**src/rtl/uart9_pkg.sv**
```systemverilog
package uart9_pkg;

  typedef enum logic [2:0] {
    RX_IDLE,
    RX_START,
    RX_DATA,
    RX_NINTH,
    RX_STOP
  } rx_state_e;

  typedef enum logic [1:0] {
    SEL_CTRL = 2'd0,
    SEL_DATA = 2'd1,
    SEL_ADDR = 2'd2,
    SEL_MASK = 2'd3
  } reg_sel_e;

  localparam int unsigned CB_RXEN = 0;
  localparam int unsigned CB_NINE = 1;
  localparam int unsigned CB_FILT = 2;
  localparam int unsigned CB_TB8  = 3;
  localparam int unsigned CB_RXF  = 4;
  localparam int unsigned CB_TXF  = 5;
  localparam int unsigned CB_FERR = 6;
  localparam int unsigned CB_RB8  = 7;

  function automatic logic maj3(input logic a, input logic b, input logic c);
    return (a & b) | (a & c) | (b & c);
  endfunction

endpackage

```
**src/rtl/uart9_sync.sv**
```systemverilog
module uart9_sync #(
  parameter int unsigned STAGES = 2
) (
  input  logic clk,
  input  logic rst_n,
  input  logic d,
  output logic q
);
  logic [STAGES-1:0] ff_q;

  always_ff @(posedge clk or negedge rst_n) begin
    if (!rst_n) ff_q <= '1;
    else        ff_q <= {ff_q[STAGES-2:0], d};
  end

  assign q = ff_q[STAGES-1];
endmodule

```
**src/rtl/uart9_addr_match.sv**
```systemverilog
module uart9_addr_match #(
  parameter int unsigned W = 8
) (
  input  logic [W-1:0] frame,
  input  logic [W-1:0] own,
  input  logic [W-1:0] mask,
  output logic         hit_given,
  output logic         hit_group
);
  logic [W-1:0] group;

  always_comb begin
    group     = own | mask;
    hit_given = (((frame ^ own) & mask) == '0);
    hit_group = ((frame & group) == group);
  end
endmodule

```
**src/rtl/uart9_rx.sv**
```systemverilog
module uart9_rx
  import uart9_pkg::*;
#(
  parameter int unsigned OSR = 16,
  parameter int unsigned W   = 8
) (
  input  logic         clk,
  input  logic         rst_n,
  input  logic         tick,
  input  logic         rxd,
  input  logic         en,
  input  logic         nine,
  output logic         done,
  output logic [W-1:0] data,
  output logic         bit9,
  output logic         stop_ok
);
  localparam int unsigned CW = $clog2(OSR);
  localparam int unsigned BW = $clog2(W + 1);
  localparam logic [CW-1:0] S_A   = CW'(OSR / 2 - 1);
  localparam logic [CW-1:0] S_B   = CW'(OSR / 2);
  localparam logic [CW-1:0] S_C   = CW'(OSR / 2 + 1);
  localparam logic [CW-1:0] S_END = CW'(OSR - 1);

  rx_state_e    st_q, st_d;
  logic [CW-1:0] cnt_q, cnt_d;
  logic [BW-1:0] nbit_q, nbit_d;
  logic [W-1:0]  sh_q, sh_d;
  logic          b9_q, b9_d;
  logic          stop_q, stop_d;
  logic [1:0]    vs_q, vs_d;
  logic          last_q, last_d;
  logic          done_q, done_d;
  logic          vote;

  always_comb begin
    st_d   = st_q;
    cnt_d  = cnt_q;
    nbit_d = nbit_q;
    sh_d   = sh_q;
    b9_d   = b9_q;
    stop_d = stop_q;
    vs_d   = vs_q;
    last_d = last_q;
    done_d = 1'b0;
    vote   = maj3(vs_q[0], vs_q[1], rxd);

    if (tick) begin
      last_d = rxd;
      if (st_q == RX_IDLE) begin
        if (en && last_q && !rxd) begin
          st_d  = RX_START;
          cnt_d = '0;
        end
      end else begin
        cnt_d = cnt_q + CW'(1);
        if (cnt_q == S_A) vs_d[0] = rxd;
        if (cnt_q == S_B) vs_d[1] = rxd;
        if (cnt_q == S_C) begin
          unique case (st_q)
            RX_START: if (vote) st_d = RX_IDLE;
            RX_DATA:  sh_d = {vote, sh_q[W-1:1]};
            RX_NINTH: b9_d = vote;
            RX_STOP:  stop_d = vote;
            default:  ;
          endcase
        end
        if (cnt_q == S_END) begin
          cnt_d = '0;
          unique case (st_q)
            RX_START: begin
              st_d   = RX_DATA;
              nbit_d = '0;
            end
            RX_DATA: begin
              nbit_d = nbit_q + BW'(1);
              if (nbit_q == BW'(W - 1)) st_d = nine ? RX_NINTH : RX_STOP;
            end
            RX_NINTH: st_d = RX_STOP;
            RX_STOP: begin
              st_d   = RX_IDLE;
              done_d = 1'b1;
            end
            default: st_d = RX_IDLE;
          endcase
        end
      end
    end

    if (!en) begin
      st_d   = RX_IDLE;
      done_d = 1'b0;
    end
  end

  always_ff @(posedge clk or negedge rst_n) begin
    if (!rst_n) begin
      st_q   <= RX_IDLE;
      cnt_q  <= '0;
      nbit_q <= '0;
      sh_q   <= '0;
      b9_q   <= 1'b0;
      stop_q <= 1'b1;
      vs_q   <= 2'b11;
      last_q <= 1'b1;
      done_q <= 1'b0;
    end else begin
      st_q   <= st_d;
      cnt_q  <= cnt_d;
      nbit_q <= nbit_d;
      sh_q   <= sh_d;
      b9_q   <= b9_d;
      stop_q <= stop_d;
      vs_q   <= vs_d;
      last_q <= last_d;
      done_q <= done_d;
    end
  end

  assign done    = done_q;
  assign data    = sh_q;
  assign bit9    = b9_q;
  assign stop_ok = stop_q;
endmodule

```
**src/rtl/uart9_tx.sv**
```systemverilog
module uart9_tx #(
  parameter int unsigned OSR = 16,
  parameter int unsigned W   = 8
) (
  input  logic         clk,
  input  logic         rst_n,
  input  logic         tick,
  input  logic         start,
  input  logic         nine,
  input  logic         b9,
  input  logic [W-1:0] data,
  output logic         txd,
  output logic         busy,
  output logic         stop_begin
);
  localparam int unsigned FW = W + 3;
  localparam int unsigned LW = $clog2(FW + 1);
  localparam int unsigned CW = $clog2(OSR);
  localparam logic [CW-1:0] S_END = CW'(OSR - 1);

  logic [FW-1:0] sh_q, sh_d;
  logic [LW-1:0] left_q, left_d;
  logic [CW-1:0] cnt_q, cnt_d;
  logic          stp_q, stp_d;

  always_comb begin
    sh_d   = sh_q;
    left_d = left_q;
    cnt_d  = cnt_q;
    stp_d  = 1'b0;
    if (left_q == '0) begin
      if (start) begin
        sh_d   = {1'b1, (nine ? b9 : 1'b1), data, 1'b0};
        left_d = nine ? LW'(FW) : LW'(FW - 1);
        cnt_d  = '0;
      end
    end else if (tick) begin
      cnt_d = cnt_q + CW'(1);
      if (cnt_q == S_END) begin
        cnt_d  = '0;
        sh_d   = {1'b1, sh_q[FW-1:1]};
        left_d = left_q - LW'(1);
        if (left_q == LW'(2)) stp_d = 1'b1;
      end
    end
  end

  always_ff @(posedge clk or negedge rst_n) begin
    if (!rst_n) begin
      sh_q   <= '1;
      left_q <= '0;
      cnt_q  <= '0;
      stp_q  <= 1'b0;
    end else begin
      sh_q   <= sh_d;
      left_q <= left_d;
      cnt_q  <= cnt_d;
      stp_q  <= stp_d;
    end
  end

  assign txd        = sh_q[0];
  assign busy       = (left_q != '0);
  assign stop_begin = stp_q;
endmodule

```
**src/rtl/uart9_port.sv**
```systemverilog
module uart9_port
  import uart9_pkg::*;
#(
  parameter int unsigned OSR  = 16,
  parameter int unsigned W    = 8,
  parameter int unsigned SYNC = 2
) (
  input  logic         clk,
  input  logic         rst_n,
  input  logic         baud_tick,
  input  logic         rxd,
  output logic         txd,
  input  logic         wr_en,
  input  logic [1:0]   wr_sel,
  input  logic [W-1:0] wr_data,
  output logic [7:0]   ctrl_q,
  output logic [W-1:0] rx_buf
);
  logic rxd_s;
  logic rx_done, rx_b9, rx_stop;
  logic [W-1:0] rx_data;
  logic hit_given, hit_group;
  logic tx_busy, tx_stop;

  logic rxen_q, nine_q, filt_q, tb8_q, rxf_q, txf_q, ferr_q, rb8_q;
  logic rxen_d, nine_d, filt_d, tb8_d, rxf_d, txf_d, ferr_d, rb8_d;
  logic [W-1:0] own_q, own_d, mask_q, mask_d, buf_q, buf_d;
  logic wr_ctrl, wr_tx, keep;

  uart9_sync #(.STAGES(SYNC)) sync_i (
    .clk(clk), .rst_n(rst_n), .d(rxd), .q(rxd_s)
  );

  uart9_rx #(.OSR(OSR), .W(W)) rx_i (
    .clk(clk), .rst_n(rst_n), .tick(baud_tick), .rxd(rxd_s),
    .en(rxen_q), .nine(nine_q), .done(rx_done), .data(rx_data),
    .bit9(rx_b9), .stop_ok(rx_stop)
  );

  uart9_addr_match #(.W(W)) match_i (
    .frame(rx_data), .own(own_q), .mask(mask_q),
    .hit_given(hit_given), .hit_group(hit_group)
  );

  uart9_tx #(.OSR(OSR), .W(W)) tx_i (
    .clk(clk), .rst_n(rst_n), .tick(baud_tick), .start(wr_tx),
    .nine(nine_q), .b9(tb8_q), .data(wr_data), .txd(txd),
    .busy(tx_busy), .stop_begin(tx_stop)
  );

  always_comb begin
    wr_ctrl = wr_en && (wr_sel == SEL_CTRL);
    wr_tx   = wr_en && (wr_sel == SEL_DATA) && !tx_busy;
    keep    = rx_done && !rxf_q &&
              (!nine_q || !filt_q || (rx_b9 && (hit_given || hit_group)));

    rxen_d = wr_ctrl ? wr_data[CB_RXEN] : rxen_q;
    nine_d = wr_ctrl ? wr_data[CB_NINE] : nine_q;
    filt_d = wr_ctrl ? wr_data[CB_FILT] : filt_q;
    tb8_d  = wr_ctrl ? wr_data[CB_TB8]  : tb8_q;

    rxf_d  = keep ? 1'b1 : (wr_ctrl ? wr_data[CB_RXF] : rxf_q);
    txf_d  = tx_stop ? 1'b1 : (wr_ctrl ? wr_data[CB_TXF] : txf_q);
    ferr_d = (rx_done && !rx_stop) ? 1'b1 : (wr_ctrl ? wr_data[CB_FERR] : ferr_q);

    rb8_d  = keep ? (nine_q ? rx_b9 : rx_stop) : rb8_q;
    buf_d  = keep ? rx_data : buf_q;

    own_d  = (wr_en && (wr_sel == SEL_ADDR)) ? wr_data : own_q;
    mask_d = (wr_en && (wr_sel == SEL_MASK)) ? wr_data : mask_q;
  end

  always_ff @(posedge clk or negedge rst_n) begin
    if (!rst_n) begin
      rxen_q <= 1'b0;
      nine_q <= 1'b0;
      filt_q <= 1'b0;
      tb8_q  <= 1'b0;
      rxf_q  <= 1'b0;
      txf_q  <= 1'b0;
      ferr_q <= 1'b0;
      rb8_q  <= 1'b0;
      own_q  <= '0;
      mask_q <= '0;
      buf_q  <= '0;
    end else begin
      rxen_q <= rxen_d;
      nine_q <= nine_d;
      filt_q <= filt_d;
      tb8_q  <= tb8_d;
      rxf_q  <= rxf_d;
      txf_q  <= txf_d;
      ferr_q <= ferr_d;
      rb8_q  <= rb8_d;
      own_q  <= own_d;
      mask_q <= mask_d;
      buf_q  <= buf_d;
    end
  end

  assign ctrl_q = {rb8_q, ferr_q, txf_q, rxf_q, tb8_q, filt_q, nine_q, rxen_q};
  assign rx_buf = buf_q;
endmodule

```
**config.mk**
```make
export PLATFORM = sky130hd
export DESIGN_NAME = uart9_port
export DESIGN_NICKNAME = d
export VERILOG_FILES = /design/src/rtl/uart9_pkg.sv /design/src/rtl/uart9_sync.sv /design/src/rtl/uart9_addr_match.sv /design/src/rtl/uart9_rx.sv /design/src/rtl/uart9_tx.sv /design/src/rtl/uart9_port.sv
export SDC_FILE = /design/constraint.sdc
export NUM_CORES = 1
export LEC_CHECK = 0
export ABC_AREA = 1
export BUFFER_PORTS_ARGS = -buffer_cell sky130_fd_sc_hd__buf_2
export CAP_MARGIN = 20
export CORE_ASPECT_RATIO = 1.25
export CORE_MARGIN = 1
export CORE_UTILIZATION = 35
export CTS_CLUSTER_SIZE = 12
export DETAILED_ROUTE_END_ITERATION = 16
export PLACE_DENSITY = 0.61
export SETUP_SLACK_MARGIN = 0.15
export SYNTH_ARGS = -nofsm -noshare
export SYNTH_HDL_FRONTEND = slang
export SYNTH_SLANG_ARGS = --single-unit
```
**constraint.sdc**
```tcl
create_clock -name clk -period 1.9 [get_ports clk]
set_input_delay 0.19 -clock clk [delete_from_list [all_inputs] [get_ports clk]]
set_output_delay 0.19 -clock clk [all_outputs]
set_load 0.05 [all_outputs]
```
==> summary.txt <==
Global route
  – Largest net degree at the start of global routing: 55
  – Initial antenna violation count: 0
  – Vias in the first global route: 3016
  – Gr usage total: 0.162
  – First-pass GRT wire length: 14.1 mm
  – Overflow after GRT: 0

Power
  – Leak Pwr: 2.16 nW
  – PD cells: 1160 nW/um^2
  – Worst VDD drop: 0.000590 V
  – Net Sw Power: 0.00170 W
  – Comb pwr share: 0.244
  – Clock power frac: 0.305
  – Switching Share: 0.327
  – Sequential Power Share: 0.451
  – Power Internal: 0.00349 W

Timing
  – Final setup viols: 0
  – Tcrit/Tclk final: 0.864
  – Clock Skew: 2.02 ps
  – Rel. slew slack: 0.613
  – Fin crit period: 1640 ps
  – Hold Fails Final Rpt: 0
  – Setup TNS: 0 ps
  – Slew Viols, Final: 0
  – Tightest Pin Transition: 578 ps
  – Peak Freq: 609 MHz
  – RSZ-0062 raised after global routing: yes

Final layout
  – Most frequent cells in the layout: nand2_1 (134), dfrtp_1 (62), o21ai_0 (57)
  – Final Cell Area: 4470 um^2
  – Final #Nets: 512
  – Layout cells sized above 1: 0.188
  – Fillers: 1089
  – Post-route insts no fill: 627
  – Most common cell after layout, fill and taps aside: nand2_1
  – Antenna Cells: 0
  – Area Overhead vs Synth: 15.2%

Synthesis
  – Cell taking the most area after synthesis: dfrtp_1
  – Synth top area cells: dfrtp_1 (40%), nand2_1 (13%), dfstp_2 (11%)
  – Library cells used by synthesis: 36
  – Ys Warns: 0
  – Main flop type after synthesis: dfrtp_1
  – Sequential share of the synthesized area: 0.508
  – EDFF count, synth: 0
  – Syn_area_per_cell: 8.53 um^2
  – Cell count after synthesis: 455
  – Cell area after synthesis: 3880 um^2
  – Asr flop ratio synth: 1.00
  – #FFs+latches synth: 78
  – Syn Nets: 477
  – Post-synth top area share: 0.400

Detailed routing
  – First-pass DRT Iterations: 4
  – WL final: 8.26 mm
  – Via Count: 3043
  – Routed length per instance: 13.2 um
  – Initial DRC count: 147
  – ANT nets after route: 0
  – # DRC: 0
  – Via density: 4.85

Critical path
  – CP startpoint: tx_i.left_q[0]
  – Crit path required time: 2150 ps
  – Top delay family on crit path: simple AND/OR/NAND/NOR gates
  – Critical path buffers and inverters: 3
  – CP Class: reg2reg
  – CP max stage cell: dfrtp_1
  – Crit end category: flop
  – Reg2reg start: tx_i.left_q[0]
  – Crit-path cells: inv_1, ha_2, nand2_4, clkinv_8, nor2_4, nand2_2, nand2_4, buf_12, nor2_1, a31oi_2
  – CP max stage delay: 370 ps
  – Crit path DAT: 1900 ps
  – Worst Path Max Fanout: 14
  – Critical path's most frequent cell: nand2_4
  – Worst Setup Start Kind: flop

Place
  – Placed cell areas: 4150 um^2
  – Port buffer count: 31
  – Detailed Place HPWL: 6.14 mm
  – Number of instances in the placed design: 606
  – GPL Wtd Cong: 0.851

Job
  – Max-Cap Viols: 0

Run status
  – Run status: finished clean

Floorplanning
  – Core Area: 10700 um^2
  – Starting density of the core: 0.364
  – Die span in y: 120 um
  – Total I/O pin count: 32
  – Num rows: 42
  – Total die area: 11500 um^2
  – Die width: 96.2 um

Hold path
  – Hold Path Origin: wr_data[6]
  – Worst Hold Class: in2reg

Clocking
  – Maximum clock insertion buffer count: 2
  – Clock Sink Count: 78
  – TritonCTS clock tree: built
  – CTS clk-pin slew, worst paths: 60 ps
  – Root buf cell: clkbuf_16
  – Clock H-tree levels: 3
  – Clock Latency Late Sink: 330 ps
  – CTS Buf Count: 9
==> layout make-up <==
cell class	instances	area, um^2	area share
tap	132	165	0.0369
inverter	54	215	0.0481
sequential	78	1970	0.441
clock inverter	1	5.00	0.00112
clock buffer	15	268	0.0599
multi-input combinational	308	1600	0.358
timing repair buffer	39	248	0.0554
==> power by group through the flow <==
| stage | Sequential [W] | Clock (W) | Combinational, W |
|---|---|---|---|
| floorplan | 0.00231 | 0 | 0.000989 |
| global placement | 0.00236 | 0 | 0.00119 |
| detailed placement | 0.00236 | 0 | 0.00124 |
| CTS | 0.00234 | 0.00162 | 0.00126 |
| global route | 0.00239 | 0.00170 | 0.00143 |
| finish | 0.00234 | 0.00158 | 0.00127 |
==> state kept, by name, indices dropped and copies added (netlist names), 2 cells and up <==
| name | count |
|---|---|
| mask_q | 8 |
| own_q | 8 |
| rx_buf | 8 |
| rx_i.cnt_q | 4 |
| rx_i.data | 8 |
| rx_i.nbit_q | 4 |
| rx_i.st_q | 3 |
| rx_i.vs_q | 2 |
| sync_i.ff_q | 2 |
| tx_i.cnt_q | 4 |
| tx_i.left_q | 4 |
| tx_i.sh_q | 10 |
==> per-stage QoR <==
step                      power, W   util  hold WS [ps]  setup slack (ps)
after floorplan            0.00330      -          -106               461
after global placement     0.00355  0.389           116               270
after detailed placement   0.00360  0.389           121               160
after CTS                  0.00522  0.416           123               163
after global routing       0.00552  0.419           134               125
final                      0.00519  0.419           132               258
==> synth_stat cells (2+ instances only) <==
library cell	instances
clkbuf_1	3
dfstp_2	16
o21ai_0	57
mux2i_1	2
nand2_1	134
xnor2_1	2
o32ai_1	2
a21oi_1	6
dfrtp_1	62
buf_6	2
nand2_2	3
nor2_1	25
a31oi_2	8
inv_2	2
nor2_4	3
nand2_4	4
inv_1	51
nand3_1	34
ha_1	7
nand4_1	4
nor2_2	2
o31ai_1	3
xor2_1	2
buf_4	9
==> worst min-delay path, stage by stage <==
cell	delay, ps
buf_2	110
nand2_1	70
a31oi_2	80
==> final timing paths <==
check | slack [ps] | depth (start not counted) | end
max | 260 | 10 | tx_i.sh_q[4]
min | 130 | 3 | tx_i.sh_q[7]
max reg2reg | 260 | 10 | tx_i.sh_q[4]
min reg2reg | 360 | 0 | sync_i.ff_q[1]
max in group asynchronous | 950 | 3 | sync_i.ff_q[1]
min in group asynchronous | 310 | 2 | tx_i.left_q[2]
==> timing repair <==
item / CTS / global route
resized for setup: 1 / 3
setup endpoints to repair: 1 / 12
hold buffers: 2 / 0
pin swaps: 1 / 2
setup buffers: 0 / 3
endpoints found under the hold margin: 15 / 0
==> routing by layer <==
| layer | up-vias | GRT usage | part of all wire |
|---|---|---|---|
| li1 | 1544 | - | - |
| met1 | 1441 | 0.204 | 0.45 |
| met2 | 44 | 0.260 | 0.50 |
| met3 | 14 | 0.0323 | 0.030 |
| met4 | 0 | 0.0830 | 0.027 |
| met5 | - | 0 | 0 |
==> kinds of logic after synthesis <==
kind of cell    Yosys count  share of synthesized area
compound gates           81                      0.130
xor+xnor                  4                    0.00903
fa+ha+maj                 7                     0.0226
buf+inv                  69                     0.0809
flops                    78                      0.508
mux                       2                    0.00516
simple gates            214                      0.244
(Power assumes the default switching activity.)
